===== config.mk =====
export PLATFORM = sky130hd
export DESIGN_NAME = pwr_mode_ctrl
export DESIGN_NICKNAME = d
export VERILOG_FILES = /design/src/rtl/pwr_mode_pkg.sv /design/src/rtl/pwr_rst_sync.sv /design/src/rtl/pwr_mode_fsm.sv /design/src/rtl/pwr_clk_decode.sv /design/src/rtl/pwr_mode_ctrl.sv
export SDC_FILE = /design/constraint.sdc
export NUM_CORES = 1
export LEC_CHECK = 0
export BUFFER_PORTS_ARGS = -buffer_cell sky130_fd_sc_hd__buf_2
export CORE_AREA = 2 2 39 41
export CTS_CLUSTER_DIAMETER = 80
export DETAILED_ROUTE_END_ITERATION = 12
export DIE_AREA = 0 0 41 43
export HOLD_SLACK_MARGIN = 0.05
export MAX_ROUTING_LAYER = met4
export PLACE_DENSITY = 0.62
export SETUP_SLACK_MARGIN = 0.15
export SKIP_LAST_GASP = 1
export SLEW_MARGIN = 20
export SYNTH_ARGS = -nofsm -noshare
export SYNTH_HDL_FRONTEND = slang
export SYNTH_SLANG_ARGS = --single-unit

===== constraint.sdc =====
create_clock -name clk -period 1.18 [get_ports clk]
set_input_delay 0.236 -clock clk [delete_from_list [all_inputs] [get_ports clk]]
set_output_delay 0.236 -clock clk [all_outputs]
set_load 0.01 [all_outputs]

===== src/rtl/pwr_mode_pkg.sv =====
package pwr_mode_pkg;
  localparam int NUM_DOM = 7;
  localparam int DOM_FETCH = 0;
  localparam int DOM_UNITS = 1;
  localparam int DOM_SNOOP = 2;
  localparam int DOM_THERM = 3;
  localparam int DOM_TBASE = 4;
  localparam int DOM_TEST  = 5;
  localparam int DOM_PLL   = 6;

  typedef enum logic [1:0] {
    MODE_NONE  = 2'b00,
    MODE_NAP   = 2'b01,
    MODE_SLEEP = 2'b10,
    MODE_DEEP  = 2'b11
  } mode_e;

  typedef enum logic [2:0] {
    ST_RUN    = 3'd0,
    ST_NAP_W  = 3'd1,
    ST_SLP_W  = 3'd2,
    ST_NAP    = 3'd3,
    ST_DOZE   = 3'd4,
    ST_SLEEP  = 3'd5,
    ST_DEEP   = 3'd6,
    ST_RELOCK = 3'd7
  } pstate_e;

  // Is domain d clocked in state s
  function automatic logic dom_on(pstate_e s, int d);
    logic r;
    case (s)
      ST_RUN, ST_NAP_W, ST_SLP_W: r = 1'b1;
      ST_NAP:    r = (d == DOM_THERM) || (d == DOM_TBASE) ||
                     (d == DOM_TEST)  || (d == DOM_PLL);
      ST_DOZE:   r = (d == DOM_THERM) || (d == DOM_TBASE) ||
                     (d == DOM_TEST)  || (d == DOM_PLL) || (d == DOM_SNOOP);
      ST_SLEEP,
      ST_RELOCK: r = (d == DOM_PLL);
      default:   r = 1'b0;
    endcase
    return r;
  endfunction
endpackage


===== src/rtl/pwr_rst_sync.sv =====
module pwr_rst_sync #(
  parameter int STAGES = 2
) (
  input  logic clk,
  input  logic rst_n,
  output logic rst_sync_n
);
  logic [STAGES-1:0] chain_q;

  always_ff @(posedge clk or negedge rst_n) begin
    if (!rst_n) chain_q <= '0;
    else        chain_q <= {chain_q[STAGES-2:0], 1'b1};
  end

  assign rst_sync_n = chain_q[STAGES-1];
endmodule


===== src/rtl/pwr_mode_fsm.sv =====
module pwr_mode_fsm
  import pwr_mode_pkg::*;
(
  input  logic       clk,
  input  logic       rst_n,
  input  logic [1:0] mode_i,
  input  logic       wake_i,
  input  logic       snoop_need_i,
  input  logic       qack_i,
  input  logic       pll_lock_i,
  output pstate_e    state_o,
  output logic       qreq_o
);
  pstate_e state_q, state_d;
  mode_e   mode;

  assign mode = mode_e'(mode_i);

  always_comb begin
    state_d = state_q;
    case (state_q)
      ST_RUN: begin
        if (!wake_i) begin
          if (mode == MODE_NAP)                             state_d = ST_NAP_W;
          else if (mode == MODE_SLEEP || mode == MODE_DEEP) state_d = ST_SLP_W;
        end
      end
      ST_NAP_W:  if (wake_i) state_d = ST_RUN; else if (qack_i) state_d = ST_NAP;
      ST_SLP_W:  if (wake_i) state_d = ST_RUN; else if (qack_i) state_d = ST_SLEEP;
      ST_NAP: begin
        if (wake_i)                        state_d = ST_RUN;
        else if (!qack_i && snoop_need_i)  state_d = ST_DOZE;
      end
      ST_DOZE:   if (wake_i) state_d = ST_RUN; else if (qack_i) state_d = ST_NAP;
      ST_SLEEP: begin
        if (wake_i)                  state_d = ST_RUN;
        else if (mode == MODE_DEEP)  state_d = ST_DEEP;
      end
      ST_DEEP:   if (wake_i) state_d = ST_RELOCK;
      ST_RELOCK: if (pll_lock_i) state_d = ST_RUN;
      default:   state_d = ST_RUN;
    endcase
  end

  always_ff @(posedge clk or negedge rst_n) begin
    if (!rst_n) state_q <= ST_RUN;
    else        state_q <= state_d;
  end

  assign state_o = state_q;
  assign qreq_o  = (state_q != ST_RUN);

  // entry waits for acknowledge
  p_entry_waits_ack_r2: assert property (@(posedge clk) disable iff (!rst_n)
    (state_q == ST_NAP_W && !qack_i && !wake_i) |=> (state_q == ST_NAP_W));
  // wake returns to run from quiesced states
  p_wake_to_run_r5: assert property (@(posedge clk) disable iff (!rst_n)
    ((state_q == ST_NAP || state_q == ST_DOZE || state_q == ST_SLEEP ||
      state_q == ST_NAP_W || state_q == ST_SLP_W) && wake_i) |=> (state_q == ST_RUN));
  // deep sleep only after sleep
  p_deep_from_sleep_r6: assert property (@(posedge clk) disable iff (!rst_n)
    (state_q == ST_DEEP && $past(state_q) != ST_DEEP) |-> ($past(state_q) == ST_SLEEP));
  // relock holds until lock
  p_relock_hold_r7: assert property (@(posedge clk) disable iff (!rst_n)
    (state_q == ST_RELOCK && !pll_lock_i) |=> (state_q == ST_RELOCK));
  // nap ignores mode requests
  p_nap_ignores_mode_r8: assert property (@(posedge clk) disable iff (!rst_n)
    (state_q == ST_NAP && !wake_i) |=> (state_q == ST_NAP || state_q == ST_DOZE));
  // sleep never snoops
  p_sleep_no_doze_r9: assert property (@(posedge clk) disable iff (!rst_n)
    (state_q == ST_SLEEP && !wake_i && mode_i != MODE_DEEP) |=> (state_q == ST_SLEEP));
endmodule


===== src/rtl/pwr_clk_decode.sv =====
module pwr_clk_decode
  import pwr_mode_pkg::*;
(
  input  pstate_e            state_i,
  output logic [NUM_DOM-1:0] clk_en_o
);
  for (genvar d = 0; d < NUM_DOM; d++) begin : g_dom
    assign clk_en_o[d] = dom_on(state_i, d);
  end
endmodule


===== src/rtl/pwr_mode_ctrl.sv =====
module pwr_mode_ctrl
  import pwr_mode_pkg::*;
#(
  parameter int RST_STAGES = 2
) (
  input  logic               clk,
  input  logic               rst_n,
  input  logic [1:0]         mode_i,
  input  logic               wake_i,
  input  logic               snoop_need_i,
  input  logic               qack_i,
  input  logic               pll_lock_i,
  output logic               qreq_o,
  output logic [NUM_DOM-1:0] clk_en_o
);
  localparam logic [NUM_DOM-1:0] ALL_ON = {NUM_DOM{1'b1}};

  logic    rst_sync_n;
  pstate_e state;

  pwr_rst_sync #(.STAGES(RST_STAGES)) u_rst (
    .clk        (clk),
    .rst_n      (rst_n),
    .rst_sync_n (rst_sync_n)
  );

  pwr_mode_fsm u_fsm (
    .clk          (clk),
    .rst_n        (rst_sync_n),
    .mode_i       (mode_i),
    .wake_i       (wake_i),
    .snoop_need_i (snoop_need_i),
    .qack_i       (qack_i),
    .pll_lock_i   (pll_lock_i),
    .state_o      (state),
    .qreq_o       (qreq_o)
  );

  pwr_clk_decode u_dec (
    .state_i  (state),
    .clk_en_o (clk_en_o)
  );

  // no domain gated without an outstanding quiesce request
  p_gate_needs_qreq_r2: assert property (@(posedge clk) disable iff (!rst_sync_n)
    (clk_en_o != ALL_ON) |-> qreq_o);
  // with the PLL off last cycle, no other domain may start now
  p_pll_first_r7: assert property (@(posedge clk) disable iff (!rst_sync_n)
    $past(!clk_en_o[DOM_PLL]) |-> (clk_en_o[DOM_PLL-1:0] == '0));
endmodule


Word-level counts from Yosys, hierarchy flattened
Index checks and enable logic that the tools add are counted.
{"block": "word_totals", "regBits": 5, "latch_bits": 0, "ramBits": 0, "rom_bits": 0, "inputBits": 8, "out_inout_bits": 8, "n_memories": 0}
{"block": "classes", "addsub": 0, "multipliers": 0, "div": 0, "n_lt_le_gt_ge": 0, "n_eq_ne": 18, "shift": 0, "mux": 18, "bitwise": 0, "n_reduce_logical": 11}
{"operator": "3-bit 2-to-1 mux", "count": 13}
{"operator": "3-bit one-hot mux with 7 select lines", "count": 1}
{"operator": "3-bit == test, second input constant", "count": 4}
{"operator": "3-bit inequality test, second input constant", "count": 4}
{"operator": "8-bit AND reduction", "count": 1}
{"operator": "7-bit OR reduction", "count": 1}
{"operator": "3-bit by 2-bit == test with 1-bit output, second input constant", "count": 2}
{"operator": "2-bit inequality test, second input constant", "count": 3}
{"operator": "5-bit OR reduction", "count": 1}
{"operator": "2-bit == test, second input constant", "count": 2}
{"operator": "1-bit 2-to-1 mux", "count": 4}
{"operator": "4-bit OR reduction", "count": 1}
{"operator": "3-bit by 1-bit == test with 1-bit output, second input constant", "count": 1}
{"operator": "3-bit logical NOT", "count": 1}
{"operator": "3-bit by 1-bit inequality test with 1-bit output, second input constant", "count": 1}
{"operator": "3-bit nonzero test", "count": 1}
{"operator": "3-bit OR reduction", "count": 1}
{"operator": "2-bit by 1-bit == test with 1-bit output, second input constant", "count": 1}
{"operator": "2-bit OR reduction", "count": 1}
{"operator": "1-bit logical AND", "count": 1}
{"operator": "1-bit logical NOT", "count": 1}
{"operator": "1-bit logical OR", "count": 1}

Logic depth before layout (Yosys ltp)
{"block": "logic_depth", "depth_word": 6, "depth_mapped": 7, "ltp_nobuf": 5}

Cells and area by module
Synthesis repeated with hierarchy kept, for this count alone.
{"block": "unflattened", "cells_unflattened": 49, "area_unflattened_um2": 446.7}
{"mod": "pwr_mode_fsm", "instances": 1, "cells_per_inst": 39, "area_per_inst_um2": 341.6}
{"mod": "pwr_rst_sync", "instances": 1, "cells_per_inst": 3, "area_per_inst_um2": 53.8}
{"mod": "pwr_clk_decode", "instances": 1, "cells_per_inst": 7, "area_per_inst_um2": 51.3}

Worst setup path before layout
OpenSTA, ideal clock, no wires.
{"block": "synth_timing", "path_type": "reg2reg", "start": "register u_fsm.state_q[2], in the netlist u_fsm.state_o[2]", "end": "register u_fsm.state_q[0], in the netlist u_fsm.state_o[0]", "setup_ns": 0.095, "arrival_ns": 1.433, "t_required_ns": 1.085, "path_slack_ns": -0.349, "stages_incl_launch_ff": 7, "period_less_slack_ns": 1.529, "cell_sequence": "dfrtp_1 > buf_6 > xor2_1 > o21ai_1 > o32ai_1 > or3_1 > o31ai_1"}
{"block": "synth_between", "elab_chain_cells": 4}
{"element": "start: declaration", "line": "pwr_mode_fsm.sv:14", "source": "pstate_e state_q, state_d;"}
{"element": "start signal: assignment", "line": "pwr_mode_fsm.sv:47", "source": "else state_q <= state_d;"}
{"element": "3-bit by 1-bit == test with 1-bit output / 3-bit == test (equally long branches)", "line": "pwr_mode_fsm.sv:21", "source": "case (state_q)"}
{"element": "2-bit OR reduction (no source line)"}
{"element": "3-bit by 1-bit inequality test with 1-bit output (no source line)"}
{"element": "8-bit AND reduction (no source line)"}
Parallel ways exist; a longest one is shown, timed or not.
A chain may end at the register's enable or synchronous reset.

Worst setup path in the final report
Same ends and word-level chain as after synthesis.

==> run_results.csv <==
group,metric,value,unit
worst_setup_path,cp_slowest_cell,"dfrtp_2",
finish,post-route-cell-area,731,um2
finish,nNetsFinal,94,
routing,dr.pass1.iters,4,
clock_network,htreeDepth,1,
worst_setup_path,cp-end-kind,"flop",
pwr,netSwitchingFraction,44.3,%
grt,grt_antenna_before_repair,0,
pwr,switchingPower,0.859,mW
finish,drive_above_1_share,56.5,%
finish,fin_util,52.8,%
floorplanning,coreArea,0.00138,mm2
logic_synthesis,netlist.area_leader.share,27.4,%
floorplanning,die_x,41,um
logic_synthesis,ys.flop_type,"dfrtp_1",
clock_network,clock_path_buffers,2,
floorplanning,die_h,43,um
clock_network,numCtsBuffers,3,
clock_network,cts_sinks,5,
floorplanning,initial_core_util,33.0,%
routing,routed_wirelength,1140,um
worst_setup_path,crit_chain,"xor2_1 -> o21ai_1 -> o32ai_2 -> or3_4 -> o31ai_2",
logic_synthesis,ys_seq_elements,5,
worst_setup_path,cp_top_family,"compound AO/OA/AOI/OAI gates",
grt,grt_max_degree,14,
placement,preCtsSetupSlack,-459,ps
logic_synthesis,syn_area,457,um2
logic_synthesis,synth_area_per_cell,8.16,um2
timing,period_minus_slack,1630,ps
flow_run,cap_viol_max_count,0,
pwr,p_comb_share,73.4,%
logic_synthesis,synth_top_cell_by_area,"dfrtp_1",
worst_setup_path,cp_num_buf_inv,0,
timing,finalSetupViolCount,11,
finish,area_growth_syn_to_layout,60.0,%
floorplanning,dieArea,0.00176,mm2
pwr,leakage,0.319,nW
pwr,power.internal,1.08,mW
logic_synthesis,ys_top_cells_by_area,"dfrtp_1 27%, nor2b_1 6.8%, buf_4 6.6%",
clock_network,clock-root-buffer,"clkbuf_4",
clock_network,cts.clk_slew.worst_paths,50,ps
logic_synthesis,synth_cell_types,28,
logic_synthesis,syn_nets,64,
floorplanning,ios,16,
timing,fin_crit_sh,138,%
pwr,p_per_area,2660,mW/mm2
grt,track_usage,15.4,%
worst_hold_path,hold_class,"input pin to async pin",
timing,maxSlewViolCount,0,
timing,clock.fmax,612,MHz
logic_synthesis,synth_edf_count,0,
grt,grt.overflow.total,0,
grt,grt_pass1_wl,1670,um
grt,grt_pass1_vias,408,
pwr,ir_drop,1160,uV
logic_synthesis,synthArstFlopShare,100,%
worst_setup_path,start_kind,"flop",
timing,finalWorstSetupSlack,-453,ps
logic_synthesis,seq_area_frac_synth,27.4,%
routing,drt_iter0_markers,8,
placement,io_buffers,15,
routing,via_per_inst,4.73,
worst_setup_path,crit_path_max_incr_delay,440,ps
routing,avgRoutedWirePerCell,11.3,um
timing,hold_viol,0,
clock_network,worstSkewPairLatency,250,ps
worst_setup_path,reg2reg_setup_slack,-450,ps
placement,place_area,629,um2
placement,dp_hpwl,816,um
logic_synthesis,netlist_instances,56,
clock_network,cts_tree,"done",
timing,rsz0062_at_grt,"yes",
routing,vias,478,
floorplanning,rows,14,
status,violations,"setup timing",
status,status,"finished, violations left",
routing,ant_nets,0,
worst_setup_path,critPathKind,"flop to flop",
timing,skew,10.9,ps
pwr,p_seq_share,16.0,%
worst_setup_path,cp.arrival,1780,ps
placement,gp_congestion,0.854,
pwr,power_frac_clock,10.6,%
worst_setup_path,cp.required,1330,ps
worst_setup_path,path_max_fanout,7,
logic_synthesis,ys.warnings.count,0,
finish,fillers,142,
routing,drc,0,
finish,antenna_cells,0,
cell usage after synthesis, types with 2 or more instances:
library cell and n:
nor2_1 5, o41ai_1 2, nand2b_1 2, buf_4 4
nand2_1 3, o21ai_0 5, o31ai_1 2, nor2b_1 5
nor3_1 3, dfrtp_1 5, a21oi_1 2, buf_6 2
cell usage in the layout (no fill, tap or decap), types with 2 or more instances in the layout:
cell,instances
o21ai_1,2
nand2b_1,2
dlygate4sd3_1,2
clkbuf_4,3
buf_4,14
nor2_1,5
buf_2,15
nor3_1,2
nor2b_1,4
nand2_1,2
dfrtp_2,2
dfrtp_1,3
o21ai_0,3
final timing paths:
| check | from | end | depth (start not counted) |
|---|---|---|---|
| worst min-delay path | rst_n | u_rst.chain_q[0] | 2 |
| worst max register to register | u_fsm.state_o[2] | u_fsm.state_o[0] | 5 |
| worst max-delay path | u_fsm.state_o[2] | u_fsm.state_o[0] | 5 |
| worst min register to register | u_rst.chain_q[0] | u_rst.chain_q[1] | 0 |
| min in group clk | u_rst.chain_q[0] | u_rst.chain_q[1] | 0 |
| max in group asynchronous | u_rst.chain_q[1] | u_fsm.state_o[0] | 1 |
power groups by stage:
| stage | Sequential [mW] | Combinational [mW] | Clock (mW) |
|---|---|---|---|
| finish | 0.311 | 1.42 | 0.206 |
| global route | 0.317 | 1.55 | 0.227 |
| CTS | 0.306 | 1.26 | 0.217 |
| detailed placement | 0.306 | 1.21 | 0 |
| global placement | 0.305 | 1.19 | 0 |
| floorplan | 0.279 | 0.972 | 0 |
logic make-up after synthesis:
logic type	after synthesis	share of synthesized area [%]
buffers and inverters	8	15.3
other	1	0.821
flip-flops	5	27.4
multiplexers	1	2.19
AND/OR/NAND/NOR	21	24.4
XOR/XNOR	1	1.92
AO/OA/AOI/OAI	19	27.9
cell type report:
type | instances | area (um2) | area share [%]
Clock buffer | 4 | 26.3 | 3.60
Sequential cell | 5 | 128 | 17.5
Inverter | 1 | 3.75 | 0.514
Timing Repair Buffer | 32 | 211 | 28.9
Tap cell | 16 | 20.0 | 2.74
Multi-Input combinational cell | 43 | 342 | 46.7
metrics by stage:
stage | std cells | power [mW] | hold WS, ps | setup TNS [ps]
after CTS | 100 | 1.78 | 294 | -3650
after floorplan | 56 | 1.25 | -59.6 | -750
final | 101 | 1.94 | 305 | -3330
after detailed placement | 94 | 1.51 | 24.3 | -1690
after global placement | 94 | 1.49 | 20.9 | -1640
after global routing | 101 | 2.09 | 311 | -4030
state kept, by name, indices dropped and copies added (netlist names):
register       count
u_rst.chain_q      2
u_fsm.state_o      3
per-layer routing:
| metal | up-vias | wire [um] | global-route usage (%) |
|---|---|---|---|
| li1 | 253 | - | - |
| met3 | 4 | 50 | 6.28 |
| met2 | 10 | 567 | 21.6 |
| met1 | 211 | 486 | 16.2 |
| met4 | 0 | 34 | 12.0 |
| met5 | - | 0 | - |
what timing repair did:
| action | CTS | global route |
|---|---|---|
| hold buffers | 2 | 0 |
| pin swaps | 2 | 6 |
| gates resized for setup | 4 | 7 |
| setup endpoints to repair | 11 | 11 |
| buffers inserted | 0 | 1 |
| endpoints found under the hold margin | 5 | 0 |
Note: power is estimated with default switching activity, not from simulation.
